**config.mk**
```make
export PLATFORM = sky130hd
export DESIGN_NAME = flk_ctrl
export DESIGN_NICKNAME = d
export VERILOG_FILES = /design/src/rtl/flk_pkg.sv /design/src/rtl/flk_spi_front.sv /design/src/rtl/flk_rx_frame.sv /design/src/rtl/flk_lock_bank.sv /design/src/rtl/flk_ctrl.sv
export SDC_FILE = /design/constraint.sdc
export NUM_CORES = 1
export LEC_CHECK = 0
export ABC_AREA = 1
export BUFFER_PORTS_ARGS = -buffer_cell sky130_fd_sc_hd__buf_2
export CORE_ASPECT_RATIO = 0.8
export CORE_MARGIN = 5
export CORE_UTILIZATION = 55
export CTS_CLUSTER_DIAMETER = 50
export DETAILED_ROUTE_END_ITERATION = 12
export PLACE_DENSITY = 0.71
export SETUP_SLACK_MARGIN = 0.3
export SLEW_MARGIN = 5
export SYNTH_ARGS = -nofsm -noshare
export SYNTH_HDL_FRONTEND = slang
export SYNTH_SLANG_ARGS = --single-unit
```
**constraint.sdc**
```tcl
create_clock -name clk -period 2.1 [get_ports clk]
set_input_delay 0.315 -clock clk [delete_from_list [all_inputs] [get_ports clk]]
set_output_delay 0.315 -clock clk [all_outputs]
set_load 0.05 [all_outputs]
```
**src/rtl/flk_pkg.sv**
```systemverilog
package flk_pkg;

   localparam logic [7:0] OP_WREN  = 8'h06;
   localparam logic [7:0] OP_RDSR  = 8'h05;
   localparam logic [7:0] OP_LOCK  = 8'hE2;
   localparam logic [7:0] OP_QUERY = 8'hFB;
   localparam logic [7:0] OP_UNLK  = 8'hF3;
   localparam logic [7:0] OP_PROG  = 8'h02;
   localparam logic [7:0] OP_ERASE = 8'h20;

   // Number of bytes (opcode plus address) that make up an addressed command.
   localparam logic [2:0] ADDR_CMD_BYTES = 3'd4;

   typedef enum logic [2:0] {
      CMD_NONE,
      CMD_WREN,
      CMD_RDSR,
      CMD_LOCK,
      CMD_QUERY,
      CMD_UNLK,
      CMD_WRITE
   } flk_cmd_e;

   function automatic flk_cmd_e flk_decode(input logic [7:0] op);
      flk_cmd_e c;
      case (op)
         OP_WREN:           c = CMD_WREN;
         OP_RDSR:           c = CMD_RDSR;
         OP_LOCK:           c = CMD_LOCK;
         OP_QUERY:          c = CMD_QUERY;
         OP_UNLK:           c = CMD_UNLK;
         OP_PROG, OP_ERASE: c = CMD_WRITE;
         default:           c = CMD_NONE;
      endcase
      return c;
   endfunction

endpackage

```
**src/rtl/flk_spi_front.sv**
```systemverilog
// Oversampling front end: synchronises the serial pins and turns them into
// single-cycle strobes in the system clock domain.
module flk_spi_front #(
   parameter int SYNC_STAGES = 2
) (
   input  logic clk,
   input  logic rst_n,
   input  logic cs_n,
   input  logic sclk,
   input  logic mosi,
   output logic sel,        // chip selected (synchronised)
   output logic cs_end,     // chip select just released
   output logic rise_stb,   // serial clock rising edge while selected
   output logic fall_stb,   // serial clock falling edge while selected
   output logic rx_bit      // data bit aligned with rise_stb
);

   logic [SYNC_STAGES-1:0] cs_sr, ck_sr, di_sr;
   logic                   cs_prev, ck_prev;
   logic                   cs_s, ck_s;

   always_ff @(posedge clk or negedge rst_n) begin
      if (!rst_n) begin
         cs_sr   <= '1;
         ck_sr   <= '0;
         di_sr   <= '0;
         cs_prev <= 1'b1;
         ck_prev <= 1'b0;
      end else begin
         cs_sr   <= {cs_sr[SYNC_STAGES-2:0], cs_n};
         ck_sr   <= {ck_sr[SYNC_STAGES-2:0], sclk};
         di_sr   <= {di_sr[SYNC_STAGES-2:0], mosi};
         cs_prev <= cs_s;
         ck_prev <= ck_s;
      end
   end

   assign cs_s     = cs_sr[SYNC_STAGES-1];
   assign ck_s     = ck_sr[SYNC_STAGES-1];
   assign sel      = !cs_s;
   assign cs_end   = cs_s && !cs_prev;
   assign rise_stb = sel && ck_s && !ck_prev;
   assign fall_stb = sel && !ck_s && ck_prev;
   assign rx_bit   = di_sr[SYNC_STAGES-1];

endmodule

```
**src/rtl/flk_rx_frame.sv**
```systemverilog
// Byte framing: bit position, saturating byte count, opcode and block index.
module flk_rx_frame #(
   parameter int IDX_W = 6
) (
   input  logic             clk,
   input  logic             rst_n,
   input  logic             sel,
   input  logic             rise_stb,
   input  logic             rx_bit,
   output logic [2:0]       bit_idx,
   output logic [2:0]       byte_cnt,
   output logic [7:0]       opcode,
   output logic [IDX_W-1:0] blk_idx,
   output logic             byte_done
);

   logic [6:0] sh;
   logic [7:0] full_b;

   assign full_b = {sh, rx_bit};

   always_ff @(posedge clk or negedge rst_n) begin
      if (!rst_n) begin
         bit_idx   <= '0;
         byte_cnt  <= '0;
         opcode    <= '0;
         blk_idx   <= '0;
         sh        <= '0;
         byte_done <= 1'b0;
      end else begin
         byte_done <= rise_stb && (bit_idx == 3'd7);
         if (!sel) begin
            bit_idx  <= '0;
            byte_cnt <= '0;
            opcode   <= '0;
         end else if (rise_stb) begin
            bit_idx <= bit_idx + 3'd1;
            if (bit_idx == 3'd7) begin
               if (byte_cnt == 3'd0) opcode  <= full_b;
               if (byte_cnt == 3'd1) blk_idx <= full_b[IDX_W-1:0];
               if (byte_cnt != 3'd7) byte_cnt <= byte_cnt + 3'd1;
            end else begin
               sh <= full_b[6:0];
            end
         end
      end
   end

endmodule

```
**src/rtl/flk_lock_bank.sv**
```systemverilog
// One lock flop per block; set one at a time, cleared all at once.
module flk_lock_bank #(
   parameter int NUM_BLOCKS = 64,
   localparam int IDX_W     = $clog2(NUM_BLOCKS)
) (
   input  logic                  clk,
   input  logic                  rst_n,
   input  logic                  set_en,
   input  logic [IDX_W-1:0]      set_idx,
   input  logic                  clr_all,
   output logic [NUM_BLOCKS-1:0] lock_q
);

   for (genvar g = 0; g < NUM_BLOCKS; g++) begin : g_blk
      logic q;
      always_ff @(posedge clk or negedge rst_n) begin
         if (!rst_n)                                q <= 1'b0;
         else if (clr_all)                          q <= 1'b0;
         else if (set_en && (set_idx == IDX_W'(g))) q <= 1'b1;
      end
      assign lock_q[g] = q;
   end

endmodule

```
**src/rtl/flk_ctrl.sv**
```systemverilog
module flk_ctrl
   import flk_pkg::*;
#(
   parameter int NUM_BLOCKS  = 64,
   parameter int BUSY_CYCLES = 256,
   parameter int SYNC_STAGES = 2
) (
   input  logic clk,
   input  logic rst_n,
   input  logic spi_cs_n,
   input  logic spi_sclk,
   input  logic spi_mosi,
   output logic spi_miso,
   output logic spi_miso_oe,
   output logic wr_grant,
   output logic wr_deny
);

   localparam int IDX_W  = $clog2(NUM_BLOCKS);
   localparam int BUSY_W = $clog2(BUSY_CYCLES + 1);

   if (NUM_BLOCKS < 2 || NUM_BLOCKS > 256 || (NUM_BLOCKS & (NUM_BLOCKS - 1)) != 0) begin : g_bad_blocks
      $error("NUM_BLOCKS must be a power of two between 2 and 256");
   end
   if (BUSY_CYCLES < 1) begin : g_bad_busy
      $error("BUSY_CYCLES must be at least 1");
   end
   if (SYNC_STAGES < 2) begin : g_bad_sync
      $error("SYNC_STAGES must be at least 2");
   end

   logic                  sel, cs_end, rise_stb, fall_stb, rx_bit;
   logic [2:0]            bit_idx, byte_cnt;
   logic [7:0]            opcode;
   logic [IDX_W-1:0]      blk;
   logic                  byte_done;
   logic [NUM_BLOCKS-1:0] lock_q;
   logic                  wel_q, busy;
   logic [BUSY_W-1:0]     busy_cnt;
   logic [7:0]            tx_byte;
   logic                  miso_q;
   flk_cmd_e              cmd;

   flk_spi_front #(.SYNC_STAGES(SYNC_STAGES)) u_front (
      .clk(clk), .rst_n(rst_n),
      .cs_n(spi_cs_n), .sclk(spi_sclk), .mosi(spi_mosi),
      .sel(sel), .cs_end(cs_end), .rise_stb(rise_stb), .fall_stb(fall_stb), .rx_bit(rx_bit)
   );

   flk_rx_frame #(.IDX_W(IDX_W)) u_frame (
      .clk(clk), .rst_n(rst_n), .sel(sel), .rise_stb(rise_stb), .rx_bit(rx_bit),
      .bit_idx(bit_idx), .byte_cnt(byte_cnt), .opcode(opcode), .blk_idx(blk),
      .byte_done(byte_done)
   );

   assign cmd = flk_decode(opcode);

   // Command completion rules
   logic on_boundary, full_addr, one_byte;
   logic set_wel, lock_go, unlk_go, wr_eval, wr_ok;

   assign on_boundary = (bit_idx == 3'd0);
   assign one_byte    = on_boundary && (byte_cnt != 3'd0);
   assign full_addr   = on_boundary && (byte_cnt >= ADDR_CMD_BYTES);

   assign set_wel = cs_end && (cmd == CMD_WREN) && one_byte;
   assign lock_go = cs_end && (cmd == CMD_LOCK) && full_addr && wel_q && !busy;
   assign unlk_go = cs_end && (cmd == CMD_UNLK) && one_byte && wel_q && !busy;
   assign wr_eval = byte_done && (cmd == CMD_WRITE) && (byte_cnt == ADDR_CMD_BYTES);
   assign wr_ok   = wr_eval && wel_q && !busy && !lock_q[blk];

   flk_lock_bank #(.NUM_BLOCKS(NUM_BLOCKS)) u_locks (
      .clk(clk), .rst_n(rst_n),
      .set_en(lock_go), .set_idx(blk), .clr_all(unlk_go),
      .lock_q(lock_q)
   );

   // Write-enable latch, busy timer and write decision pulses
   always_ff @(posedge clk or negedge rst_n) begin
      if (!rst_n) begin
         wel_q    <= 1'b0;
         busy_cnt <= '0;
         wr_grant <= 1'b0;
         wr_deny  <= 1'b0;
      end else begin
         wr_grant <= wr_ok;
         wr_deny  <= wr_eval && !wr_ok;
         if (lock_go || unlk_go || wr_ok) wel_q <= 1'b0;
         else if (set_wel)                wel_q <= 1'b1;
         if (lock_go || unlk_go || wr_ok) busy_cnt <= BUSY_W'(BUSY_CYCLES);
         else if (busy)                   busy_cnt <= busy_cnt - BUSY_W'(1);
      end
   end

   assign busy = (busy_cnt != '0);

   // Response byte, loaded as each input byte completes
   always_ff @(posedge clk or negedge rst_n) begin
      if (!rst_n) begin
         tx_byte <= '0;
         miso_q  <= 1'b0;
      end else if (!sel) begin
         tx_byte <= '0;
         miso_q  <= 1'b0;
      end else begin
         if (byte_done) begin
            if (cmd == CMD_RDSR)
               tx_byte <= {6'b0, wel_q, busy};
            else if (cmd == CMD_QUERY && byte_cnt >= ADDR_CMD_BYTES)
               tx_byte <= {7'b0, lock_q[blk]};
            else
               tx_byte <= '0;
         end
         if (fall_stb) miso_q <= tx_byte[3'd7 - bit_idx];
      end
   end

   assign spi_miso    = miso_q;
   assign spi_miso_oe = !spi_cs_n;

endmodule

```
# Yosys cells after proc, flatten, opt, wreduce, memory -nomap -nowiden
# Cells that the tools add are included.
# op_classes
n_reduce_logical	181
n_addsub	4
mux	153
n_bitwise	2
magnitude_cmp	3
n_eq_ne	80
# ops
operator	n
== test 6 bit (second input constant)	32
nonzero test 2 bit	72
2-to-1 mux 1 bit	135
== test 6 x 5 -> 1 bit (second input constant)	16
logical AND 1 bit	89
== test 6 x 4 -> 1 bit (second input constant)	8
2-to-1 mux 8 bit	6
== test 6 x 3 -> 1 bit (second input constant)	4
== test 8 bit (second input constant)	3
2-to-1 mux 3 bit	6
2-to-1 mux 9 bit	2
one-hot mux 3 bit (6 select lines)	1
== test 8 x 3 -> 1 bit (second input constant)	2
== test 3 bit (second input constant)	5
== test 6 x 2 -> 1 bit (second input constant)	2
AND reduction 3 bit	3
nonzero test 9 bit	1
subtractor 9 x 1 -> 9 bit (second input constant)	1
== test 8 x 2 -> 1 bit (second input constant)	1
== test 8 x 6 -> 1 bit (second input constant)	1
logical NOT 1 bit	8
< comparator 6 x 7 -> 1 bit (second input constant)	1
adder 3 x 1 -> 3 bit (second input constant)	2
binary-select mux 1 bit (select 6 bit)	1
other kinds (16)	21
# word_totals
output_inout_bits	4
regBits	121
elab_cells	504
input_bits	5

# Depth between registers and ports, before layout
# Gate-level depths: netlist of run 1.
# depth
ltp_word	11
mapped_depth	17
ltp_nobuf	15

# Cells and area by module
# From an unflattened synthesis of run 1, not the netlist that was laid out.
# hier_totals
hier_cells	819
area_unflattened_um2	6353.6
# by_module_without_submodules
mod	cells_per_inst	area_per_inst_um2	seq_area_each_um2	n_inst
flk_lock_bank	369	3099.2	1601.5	1
flk_ctrl	297	1773.0	375.4	1
flk_rx_frame	139	1255.0	700.7	1
flk_spi_front	14	226.5	203.9	1

# Worst setup path after synthesis of run 1
# Ideal clock, no wire load.
# synth_timing
path_kind	register to register
startpoint	register busy_cnt[0]
endpoint	register u_locks.g_blk[10].q
period_less_slack_ns	1.781
stages_incl_launch_ff	9
path_buffers	1
slack_ns	0.319
setup_ns	0.121
required_ns	1.979
arrival_ns	1.660
cell_sequence	dfrtp_1 inv_1 ha_1 nand2_1 nor3_1 inv_2 nor4_4 buf_2 o21ai_1
# synth_between
elab_chain_len	5
word_cells_on_any_way	7
cone_classes	mux (1); reduce/logical (6)
# synth_lines
item	line	text
start: declaration	flk_ctrl.sv:39	logic [BUSY_W-1:0] busy_cnt;
start signal: assignment	flk_ctrl.sv:90	if (lock_go || unlk_go || wr_ok) busy_cnt <= BUSY_W'(BUSY_CYCLES);
start signal: assignment	flk_ctrl.sv:91	else if (busy) busy_cnt <= busy_cnt - BUSY_W'(1);
nonzero test 9 bit (*)	flk_ctrl.sv:95	assign busy = (busy_cnt != '0);
logical NOT 1 bit (*)	flk_ctrl.sv:67, flk_ctrl.sv:68	
logical AND 1 bit	flk_ctrl.sv:67	assign lock_go = cs_end && (cmd == CMD_LOCK) && full_addr && wel_q && !busy;
logical AND 1 bit	flk_lock_bank.sv:19	else if (set_en && (set_idx == IDX_W'(g))) q <= 1'b1;
nonzero test 2 bit (no line)	-	
end signal: assignment	flk_lock_bank.sv:17	if (!rst_n) q <= 1'b0;
end signal: assignment	flk_lock_bank.sv:18	else if (clr_all) q <= 1'b0;
end signal: assignment	flk_lock_bank.sv:19	
end: declaration	flk_lock_bank.sv:15	logic q;
# Every way passes the cells marked *; elsewhere a longest branch is shown, timed or not.
# A chain may end at the register's enable or synchronous reset.

# Final worst setup path of run 1
# layout_timing
startpoint	register u_frame.blk_idx[0]
endpoint	register wr_deny
# layout_between
elab_chain_len	6
# layout_lines
item	line	text
start: declaration	flk_rx_frame.sv:13	output logic [IDX_W-1:0] blk_idx,
start signal: assignment	flk_rx_frame.sv:40	if (byte_cnt == 3'd1) blk_idx <= full_b[IDX_W-1:0];
binary-select mux 1 bit (select 6 bit)	flk_ctrl.sv:70	assign wr_ok = wr_eval && wel_q && !busy && !lock_q[blk];
2-to-1 mux 1 bit (implied by the code)	flk_ctrl.sv:70	
logical NOT 1 bit	flk_ctrl.sv:70	
logical AND 1 bit	flk_ctrl.sv:70	
logical NOT 1 bit	flk_ctrl.sv:87	wr_deny <= wr_eval && !wr_ok;
logical AND 1 bit	flk_ctrl.sv:87	
end signal: assignment	flk_ctrl.sv:87	
end: declaration	flk_ctrl.sv:16	output logic wr_deny
# No other way between the ends. The select of a mux whose other input is x is not followed.

==> results.yml, run 1 <==
outcome:
  status: "finished, final reports clean"
floorplanning:
  fp-row-count: 34
  core_um2: 10760
  die-area_um2: 13040
  die_h_um: 103.2
  start_util: 0.5543
  io_pins: 9
  die_w_um: 126.4
drt:
  vias: 5654
  firstDrtPassIters: 5
  wl_per_cell_um: 16.74
  drc: 0
  viasPerCell: 5.495
  ant_nets: 0
  drt_iter0_markers: 556
  drt_wl_total_mm: 17.23
critical_path:
  cp.buffers_inverters: 2
  crit_path_end_kind: "flop"
  crit_slowest_cell: "dfrtp_2"
  cp-start-kind: "flop"
  cpPeakStageDelay_ps: 470
  critPathKind: "reg2reg"
  critPathMaxFanout: 32
  path_depth: 14
  arrival_ps: 2310
  worstPathRequired_ps: 2410
  cp_common_cell: "nand2_1"
  crit_chain: "buf_12 -> nand2_1 -> o21ai_0 -> nand2_1 -> nand2_1 -> nand2_1 -> nand2_1 -> nor2_1 -> nor2_1 -> nor2_2 -> nand2_1 -> buf_4 -> nor2_1 -> nor2_1"
  critPathLaunch: "u_frame.blk_idx[0]"
  reg2regPathDepth: 14
  r2r-start: "u_frame.blk_idx[0]"
  r2r_slack_ps: 100
  timing.rr.end: "wr_deny"
  crit_family: "simple AND/OR/NAND/NOR gates"
sta:
  grt_setup_unrepaired: "yes"
  hold_viol: 0
  slew_violations: 0
  final.period_utilization: 0.9501
  fin_crit_ps: 1995
  tns_ps: 0
  finalSetupViolations: 0
  fmax_mhz: 501.2
  skew_ps: 9.298
  max-slew-margin-rel: 0.6377
  tightest_slew_ps: 538.5
clock_tree:
  cts_made_buffers: 17
  cts.clk_slew.worst_paths_ps: 60
  cts_buffer_depth: 2
  clock_sinks: 115
  clockRootBuffer: "clkbuf_16"
  cts_tree: "done"
  cts_max_level: 4
  insertion_delay_ps: 420
global_routing:
  grt_pass1_wl_mm: 26.89
  grt_max_degree: 35
  grt_antenna_before_repair: 0
  grt_pass1_vias: 5175
  grt_remaining_overflow: 0
  track_usage: 0.2647
place:
  placedCellCount: 966
  dp_hpwl_mm: 9.231
  gp_congestion: 0.9087
  portBuffers: 8
yosys:
  synth_edf_count: 0
  synth.area.top_cells: "dfrtp_1 (47%), nand2_1 (17%), o21ai_0 (7.4%), inv_1 (7.4%), nor2_1 (6.6%)"
  avgSynthCellArea_um2: 7.249
  synthArstFlopShare: 1.000
  ys_seq_area_frac: 0.4830
  yosys_warnings: 0
  synth_area_um2: 5966
  syn_nets: 836
  yosysMostFrequentCell: "nand2_1"
  synth_common_cells: "nand2_1 (278), inv_1 (117), dfrtp_1 (112), nor2_1 (105), o21ai_0 (88)"
  ys_ff_latch: 115
  syn_inst: 823
  synth_flop_cell: "dfrtp_1"
  synth_top_cell_by_area: "dfrtp_1"
  ys_types: 30
  synth_top_area_frac: 0.4698
final_layout:
  antenna_cells: 0
  areaGrowthSynthToFinish_pct: 29.22
  nNetsFinal: 885
  final_core_util: 0.7162
  drive_gt1_frac: 0.2203
  instances_no_fill: 1029
pwr:
  ir_drop_mv: 0.6445
  power_density_nw_per_um2: 723.4
  p_leak_nw: 3.959
run:
  drv_cap: 0
hold_path:
  hold_class: "in2async"
## what timing repair did
| item | 4_1_cts | 5_1_grt |
|---|---|---|
| setup endpoints to repair | 70 | 85 |
| resized for setup | 70 | 112 |
| hold buffers | 4 | 0 |
| buffers inserted | 13 | 5 |
| endpoints found under the hold margin | 19 | 0 |
| pin swaps | 6 | 18 |
| gates cloned | 7 | 2 |
## worst max path at each step
stage / endpoint / slack (ps)
final: wr_deny / 100
after detailed placement: u_locks.g_blk[6].q / 60
after floorplan: u_locks.g_blk[10].q / 320
after CTS: u_locks.g_blk[6].q / 110
after global routing: u_locks.g_blk[12].q / 60
after global placement: u_locks.g_blk[47].q / 200
## state kept, by name, indices dropped and copies added, names as in the netlist, 2 cells and up
| name | cells |
|---|---|
| u_locks.g_blk.q | 64 |
| busy_cnt | 9 |
| u_frame.opcode | 8 |
| u_frame.sh | 7 |
| u_frame.blk_idx | 6 |
| u_frame.bit_idx | 3 |
| u_frame.byte_cnt | 3 |
| tx_byte | 2 |
| u_front.ck_sr | 2 |
| u_front.cs_sr | 2 |
| u_front.di_sr | 2 |
## area by class of cell
| type | instances | area [um^2] |
|---|---|---|
| Sequential cell | 115 | 2883 |
| Tap cell | 144 | 180.2 |
| Fill cell | 786 | 3054 |
| Clock buffer | 17 | 425.4 |
| Multi-Input combinational cell | 559 | 2864 |
| Timing Repair Buffer | 58 | 693.2 |
| Inverter | 121 | 456.7 |
| Clock inverter | 15 | 206.4 |
## layer usage
metal  global-route usage  routed length, um  up-vias
li1                     -                  -     2647
met1               0.3792               7621     2689
met2               0.4012               7739      268
met3              0.05852               1408       50
met4              0.09316                457        0
met5                    0                  0        -
## stage by stage
| step | setup WS, ps | hold slack, ps | total power, W | area [um^2] |
|---|---|---|---|---|
| 6_report | 104.9 | 331.9 | 0.005577 | 7709 |
| 3_3_place_gp | 200.2 | 227.9 | 0.002480 | 6222 |
| 5_1_grt | 58.80 | 361.1 | 0.005744 | 7709 |
| 4_1_cts | 105.5 | 339.8 | 0.005565 | 7315 |
| 2_1_floorplan | 318.9 | 19.41 | 0.002396 | 5966 |
| 3_5_place_dp | 57.16 | 224.9 | 0.002485 | 6222 |
## cell usage in the layout (no fill, tap or decap), types with 3 or more instances in the layout
| cell | instances |
|---|---|
| clkbuf_16 | 19 |
| buf_2 | 7 |
| o21ai_0 | 39 |
| inv_2 | 7 |
| buf_12 | 5 |
| nor2_1 | 100 |
| buf_4 | 29 |
| o21ai_2 | 18 |
| nand2_4 | 19 |
| buf_16 | 6 |
| inv_6 | 3 |
| clkinv_4 | 4 |
| dfrtp_1 | 111 |
| bufinv_16 | 4 |
| a21oi_1 | 3 |
| ha_1 | 6 |
| nand2_2 | 39 |
| nor2_2 | 8 |
| nand4_1 | 4 |
| dfstp_2 | 3 |
| xor2_1 | 7 |
| dlygate4sd3_1 | 4 |
| nand3_1 | 23 |
| nand2_1 | 220 |
| o21ai_1 | 45 |
| nor3_1 | 4 |
| o22ai_1 | 6 |
| inv_1 | 112 |
## cells by family (layout without fill, tap and decap cells)
group,Yosys count,in the layout,synth area share
adders and majority gates,8,8,0.01678
buffers and inverters,149,211,0.1028
and+or+nand+nor,430,430,0.2888
AOI/OAI and AO/OA,114,114,0.09836
DFF,115,115,0.4830
xor gates and xnor gates,7,7,0.01028
## where the power goes
group          internal (W)  switching, W  total [W]  leakage [nW]
combinational     0.0000525      0.000127   0.000180          2.08
clock               0.00200       0.00112    0.00311         0.304
sequential          0.00226     0.0000240    0.00229          1.58
total               0.00431       0.00127    0.00558          3.96
## worst register-to-register path: cells and delay by family (launching register included)
family | cells | cell delay [ps]
simple gates | 11 | 960
flops | 1 | 470
buf+inv | 2 | 350
compound gates | 1 | 120
(Power assumes the default switching activity.)
==> run 2, diff against run 1 <==
==> constraint.sdc (replaced) <==
create_clock -name clk -period 2.3 [get_ports clk]
set_input_delay 0.345 -clock clk [delete_from_list [all_inputs] [get_ports clk]]
set_output_delay 0.345 -clock clk [all_outputs]
set_load 0.05 [all_outputs]
==> run 2 against run 1 <==
Net effect:
- combinational power fell by 17%
- maximum frequency up 3.4%
- global-route usage shrank 2.9 points
- core utilization fell by 6.1 points
- sequential power decreased by 8.7%
- sequential share of layout area is 3.5 points higher
- critical path depth fell by 3
- via count down 4.8%
- register-to-register slack better by 270 ps
==> results.yml, run 2 (synthesis results as in run 1) <==
outcome:
  status: "finished, final reports clean"
floorplanning:
  die-area_um2: 13040
  core_um2: 10760
  die_w_um: 126.4
  fp-row-count: 34
  die_h_um: 103.2
  io_pins: 9
  start_util: 0.5543
sta:
  finalSetupViolations: 0
  tns_ps: 0
  final.period_utilization: 0.8387
  tightest_slew_ps: 693.2
  fin_crit_ps: 1929
  grt_setup_unrepaired: "yes"
  hold_viol: 0
  skew_ps: 6.731
  max-slew-margin-rel: 0.5379
  fmax_mhz: 518.4
  slew_violations: 0
critical_path:
  critPathKind: "reg2reg"
  crit_family: "simple AND/OR/NAND/NOR gates"
  cp_common_cell: "nor2_1"
  cpPeakStageDelay_ps: 390
  crit_path_end_kind: "flop"
  arrival_ps: 2240
  cp-start-kind: "flop"
  critPathMaxFanout: 6
  worstPathRequired_ps: 2610
  cp.buffers_inverters: 2
  crit_chain: "inv_1 -> ha_4 -> nand3_2 -> nor2_4 -> nand3_4 -> inv_2 -> nand2_2 -> nor4_2 -> nor2_1 -> nand2_1 -> nor2_1"
  crit_slowest_cell: "dfrtp_1"
final_layout:
  top_regs: "u_locks.g_blk.q x64, busy_cnt x9, u_frame.opcode x8"
  nNetsFinal: 864
  drive_gt1_frac: 0.1134
  largest-register: "u_locks.g_blk.q"
  final_cell_area_um2: 7057
  mostFrequentLayoutCells: "nand2_1 (277), inv_1 (112), dfrtp_1 (110)"
  antenna_cells: 0
  largest_reg_flops: 64
  areaGrowthSynthToFinish_pct: 18.29
  final_common_cell: "nand2_1"
global_routing:
  track_usage: 0.2357
  grt_pass1_vias: 4899
  grt_pass1_wl_mm: 24.04
  grt_max_degree: 65
  grt_remaining_overflow: 0
  grt_antenna_before_repair: 0
run:
  drv_cap: 0
drt:
  drt_iter0_markers: 519
  wl_per_cell_um: 15.55
  viasPerCell: 5.341
  drc: 0
  vias: 5384
  drt_wl_total_mm: 15.67
  ant_nets: 0
  firstDrtPassIters: 6
hold_path:
  hold_class: "in2reg"
place:
  postPlaceCellArea_um2: 6180
  dp_hpwl_mm: 9.515
  gp_congestion: 0.9091
  portBuffers: 8
clock_tree:
  clock_sinks: 115
  cts_buffer_depth: 2
  cts_max_level: 4
  cts.clk_slew.worst_paths_ps: 60
  cts_tree: "done"
  clockRootBuffer: "clkbuf_16"
  cts_made_buffers: 17
  insertion_delay_ps: 430
pwr:
  power_density_nw_per_um2: 696.5
  p_leak_nw: 3.379
  ir_drop_mv: 0.6914
==> run 2: cell count changes in the layout (fill, tap and decap cells not counted), sizes merged <==
| cell | previous run | this run |
|---|---|---|
| bufinv | 4 | 2 |
| buf | 51 | 32 |
| clkbuf | 19 | 21 |
| clkinv | 7 | 5 |
| inv | 123 | 127 |
| dlygate4sd3 | 4 | 1 |
| bufbuf | 1 | 0 |
==> run 2: final timing paths <==
path	startpoint	endpoint	slack (ps)	depth (start not counted)
max in group asynchronous	rst_n	u_front.cs_prev	1050	3
min in group asynchronous	rst_n	u_locks.g_blk[12].q	500	2
setup reg to reg	busy_cnt[1]	wel_q	370	11
hold / removal	spi_sclk	u_front.ck_sr[0]	20	1
hold reg to reg	u_front.ck_sr[0]	u_front.ck_sr[1]	350	0
setup / recovery	busy_cnt[1]	wel_q	370	11
==> run 2: area by class of cell <==
| type | instances | area, um^2 |
|---|---|---|
| clock buffers | 17 | 425.4 |
| clock inverters | 15 | 173.9 |
| fillers | 870 | 3706 |
| inverters | 121 | 460.4 |
| multi-input cells | 559 | 2535 |
| flip-flops and latches | 115 | 2884 |
| well taps | 144 | 180.2 |
| repair buffers | 37 | 397.9 |
==> run 2: what timing repair did <==
action                                 in CTS  in global routing
pin swaps                                   0                  5
resized for setup                           1                 33
cloned                                      0                  5
endpoints found under the hold margin      42                  0
hold buffers                                1                  0
buffers inserted                            0                  8
setup endpoints to repair                   3                 71
==> run 2: stage by stage <==
stage | instances | setup slack (ps) | hold slack, ps | utilization | power, W
2_1_floorplan | 823 | 518.9 | 49.41 | - | 0.002188
3_3_place_gp | 962 | 367.6 | 333.8 | 0.5742 | 0.002264
3_5_place_dp | 962 | 283.6 | 341.8 | 0.5742 | 0.002273
4_1_cts | 995 | 313.4 | 12.60 | 0.6312 | 0.004938
5_1_grt | 1008 | 247.8 | 15.30 | 0.6557 | 0.005076
6_report | 1008 | 370.9 | 22.78 | 0.6557 | 0.004915
==> run 2: per-layer routing <==
layer | global-route usage | wire length [um] | vias up
met4 | 0.07502 | 303 | 0
met2 | 0.3524 | 6859 | 202
li1 | - | - | 2590
met1 | 0.3315 | 7263 | 2557
met3 | 0.07198 | 1246 | 35
met5 | 0 | 0 | -
==> run 2: where the power goes <==
part,switching (W),internal (W),total [W]
Combinational,0.000112,0.0000382,0.000150
Sequential,0.0000238,0.00207,0.00209
Clock,0.00105,0.00163,0.00268
==> run 2: worst register-to-register path: cells and delay by family (launching register included) <==
kind / cells / cell delay (ps)
and+or+nand+nor: 8 / 1090
adders and majority gates: 1 / 150
DFF: 1 / 390
buffers and inverters: 2 / 190
==> run 3, diff against run 2 <==
--- a/config.mk
+++ b/config.mk
@@ -5,7 +5,7 @@
 export SDC_FILE = /design/constraint.sdc
 export NUM_CORES = 1
 export LEC_CHECK = 0
-export ABC_AREA = 1
+export ABC_AREA = 0
 export BUFFER_PORTS_ARGS = -buffer_cell sky130_fd_sc_hd__buf_2
 export CORE_ASPECT_RATIO = 0.8
 export CORE_MARGIN = 5
==> constraint.sdc (replaced) <==
create_clock -name clk -period 1.8 [get_ports clk]
set_input_delay 0.27 -clock clk [delete_from_list [all_inputs] [get_ports clk]]
set_output_delay 0.27 -clock clk [all_outputs]
set_load 0.05 [all_outputs]
==> run 3 against run 2 <==
Net effect:
- worst hold slack improved by 320 ps
- largest cell class is now multi-input gates
- total power increased by 35%
- worst setup slack got worse by 1100 ps
- clock power increased by 35%
- final cell count decreased by 24%
- sequential share of layout area decreased by 5.3 points
- the run now ends with negative setup slack left
==> results.yml, run 3 <==
floorplanning:
  io_pins: 9
  start_util: 0.5604
  core_um2: 9569
  die_w_um: 120.4
  die_h_um: 98.32
  fp-row-count: 32
  die-area_um2: 11840
sta:
  skew_ps: 11.46
  fmax_mhz: 391.0
  tns_ps: -40850
  holdWs_ps: 340.5
  fin_crit_ps: 2557
  hold_viol: 0
  worst_slack_ps: -757.4
  max-slew-margin-rel: 0.4497
  finalSetupViolations: 77
  grt_setup_unrepaired: "yes"
  tightest_slew_ps: 819.2
  slew_violations: 0
  final.period_utilization: 1.421
global_routing:
  grt_antenna_before_repair: 0
  track_usage: 0.3072
  grt_remaining_overflow: 0
  grt_max_degree: 50
  grt_pass1_wl_mm: 27.72
  grt_pass1_vias: 5014
yosys:
  syn_nets: 516
  synth_compound_area_frac: 0.1041
  synthAdderAreaFrac: 0.01867
  synthArstFlopShare: 1.000
  synth.area.mux_share: 0.1108
  yosys_warnings: 0
  ys_types: 54
  avgSynthCellArea_um2: 10.66
  synth_flop_cell: "dfrtp_1"
  synth_area_um2: 5363
  ys_ff_latch: 115
  ys_seq_area_frac: 0.5373
  yosys.area_share.xor_xnor: 0.01307
  synth-simple-area-share: 0.1801
  synth_edf_count: 0
  synth_common_cells: "dfrtp_1 (112), nor2_1 (99), a21oi_1 (71), mux2i_1 (20), nand2_1 (17)"
  syn_inst: 503
  yosysMostFrequentCell: "dfrtp_1"
  synth_top_cell_by_area: "dfrtp_1"
  synth_top_area_frac: 0.5226
  synth_top_family_by_area: "simple AND/OR/NAND/NOR gates"
  synth.area.top_cells: "dfrtp_1 (52%), nor2_1 (6.9%), a21oi_1 (6.6%), mux4_2 (5.0%), mux2i_1 (3.7%)"
final_layout:
  nNetsFinal: 643
  largest_reg_flops: 64
  areaGrowthSynthToFinish_pct: 51.12
  largest-register: "u_locks.g_blk.q"
  fill_cells: 393
  drive_gt1_frac: 0.4557
  mostFrequentLayoutCells: "dfrtp_1 (110), buf_4 (81), nor2_1 (64)"
  final_cell_area_um2: 8104
  final_core_util: 0.8469
  final_common_cell: "dfrtp_1"
  top_regs: "u_locks.g_blk.q x64, busy_cnt x9, u_frame.opcode x8"
  antenna_cells: 0
drt:
  drt_iter0_markers: 640
  firstDrtPassIters: 5
  wl_per_cell_um: 27.77
  wl_met3_mm: 2.404
  ant_nets: 0
  topRoutingLayerUsed: "met4"
  drt_wl_total_mm: 21.16
  wl_met1_mm: 7.655
  viasPerCell: 6.848
  vias: 5218
  routed-wl-met2_mm: 9.391
  drc: 0
clock_tree:
  clock_sinks: 115
  cts.clk_slew.worst_paths_ps: 60
  insertion_delay_ps: 430
  cts_buffer_depth: 2
  cts_tree: "done"
  clockRootBuffer: "clkbuf_16"
  cts_max_level: 4
  cts_made_buffers: 17
critical_path:
  path_depth: 10
  critPathLaunch: "busy_cnt[6]"
  cp.buffers_inverters: 4
  timing.rr.end: "u_locks.g_blk[39].q"
  critPathMaxFanout: 8
  cp-start-kind: "flop"
  crit_path_end_kind: "flop"
  crit_family: "simple AND/OR/NAND/NOR gates"
  worstPathRequired_ps: 2110
  critPathKind: "reg2reg"
  cpPeakStageDelay_ps: 560
  r2r_slack_ps: -760
  crit_end: "u_locks.g_blk[39].q"
  crit_chain: "or4_4 -> nor4_4 -> nand2_4 -> buf_6 -> buf_12 -> nor4_4 -> buf_4 -> buf_12 -> a21oi_2 -> nor2_1"
  reg2regPathDepth: 10
  r2r-start: "busy_cnt[6]"
  arrival_ps: 2860
  crit_slowest_cell: "or4_4"
hold_path:
  hold_class: "in2async"
place:
  dp_hpwl_mm: 8.836
  gp_congestion: 0.8969
  portBuffers: 8
  postPlaceCellArea_um2: 6186
  place_ws_ps: -660.9
run:
  drv_cap: 0
outcome:
  status: "complete, but fails checks"
  violations: "negative setup slack"
pwr:
  p_leak_nw: 3.571
  ir_drop_mv: 0.7605
  power_density_nw_per_um2: 818.9
## run 3: cell families (layout without fill, tap and decap cells)
family | Yosys count | after routing
xor+xnor | 8 | 8
fa+ha+maj | 8 | 8
flops | 115 | 115
buf+inv | 39 | 179
compound gates | 99 | 99
mux | 43 | 43
simple gates | 191 | 191
## run 3: how the worst min path moves through the flow
stage                       endpoint  slack, ps  cells past startpoint
finish                    tx_byte[1]        340                      2
global route        u_front.cs_sr[1]        360                      0
CTS                 u_front.ck_sr[1]        350                      0
detailed placement       busy_cnt[5]        240                      1
global placement         busy_cnt[3]        230                      1
floorplan                busy_cnt[0]        -30                      0
## run 3: through the flow
| stage | power, W | instances |
|---|---|---|
| 2_1_floorplan | 0.002889 | 503 |
| 3_3_place_gp | 0.003006 | 682 |
| 3_5_place_dp | 0.003020 | 682 |
| 4_1_cts | 0.006564 | 749 |
| 5_1_grt | 0.006787 | 762 |
| 6_report | 0.006636 | 762 |
## run 3: layer usage
metal	global-route usage	up-vias
met5	0	-
met4	0.1446	0
met3	0.08512	183
met2	0.4753	457
met1	0.4035	2543
li1	-	2035
## run 3: repair_timing
| item | CTS | global route |
|---|---|---|
| pin swaps | 27 | 52 |
| resized for setup | 76 | 83 |
| buffers inserted | 24 | 9 |
| setup endpoints to repair | 101 | 102 |
| hold buffers | 4 | 0 |
| cloned | 7 | 4 |
| endpoints found under the hold margin | 29 | 0 |
## run 3: where the power goes
part	total, W	internal (W)	leakage (nW)	switching, W
Combinational	0.000255	0.000141	1.70	0.000114
Sequential	0.00276	0.00267	1.57	0.0000933
Clock	0.00362	0.00238	0.304	0.00124
## run 3: final cells by class
cell class	count	area [um^2]	area share
Sequential cell	115	2884	0.3559
Timing Repair Buffer	136	1490	0.1839
Clock buffer	22	464.2	0.05728
Multi-Input combinational cell	349	2919	0.3602
Tap cell	119	148.9	0.01837
Clock inverter	10	156.4	0.01930
Inverter	11	41.29	0.005095
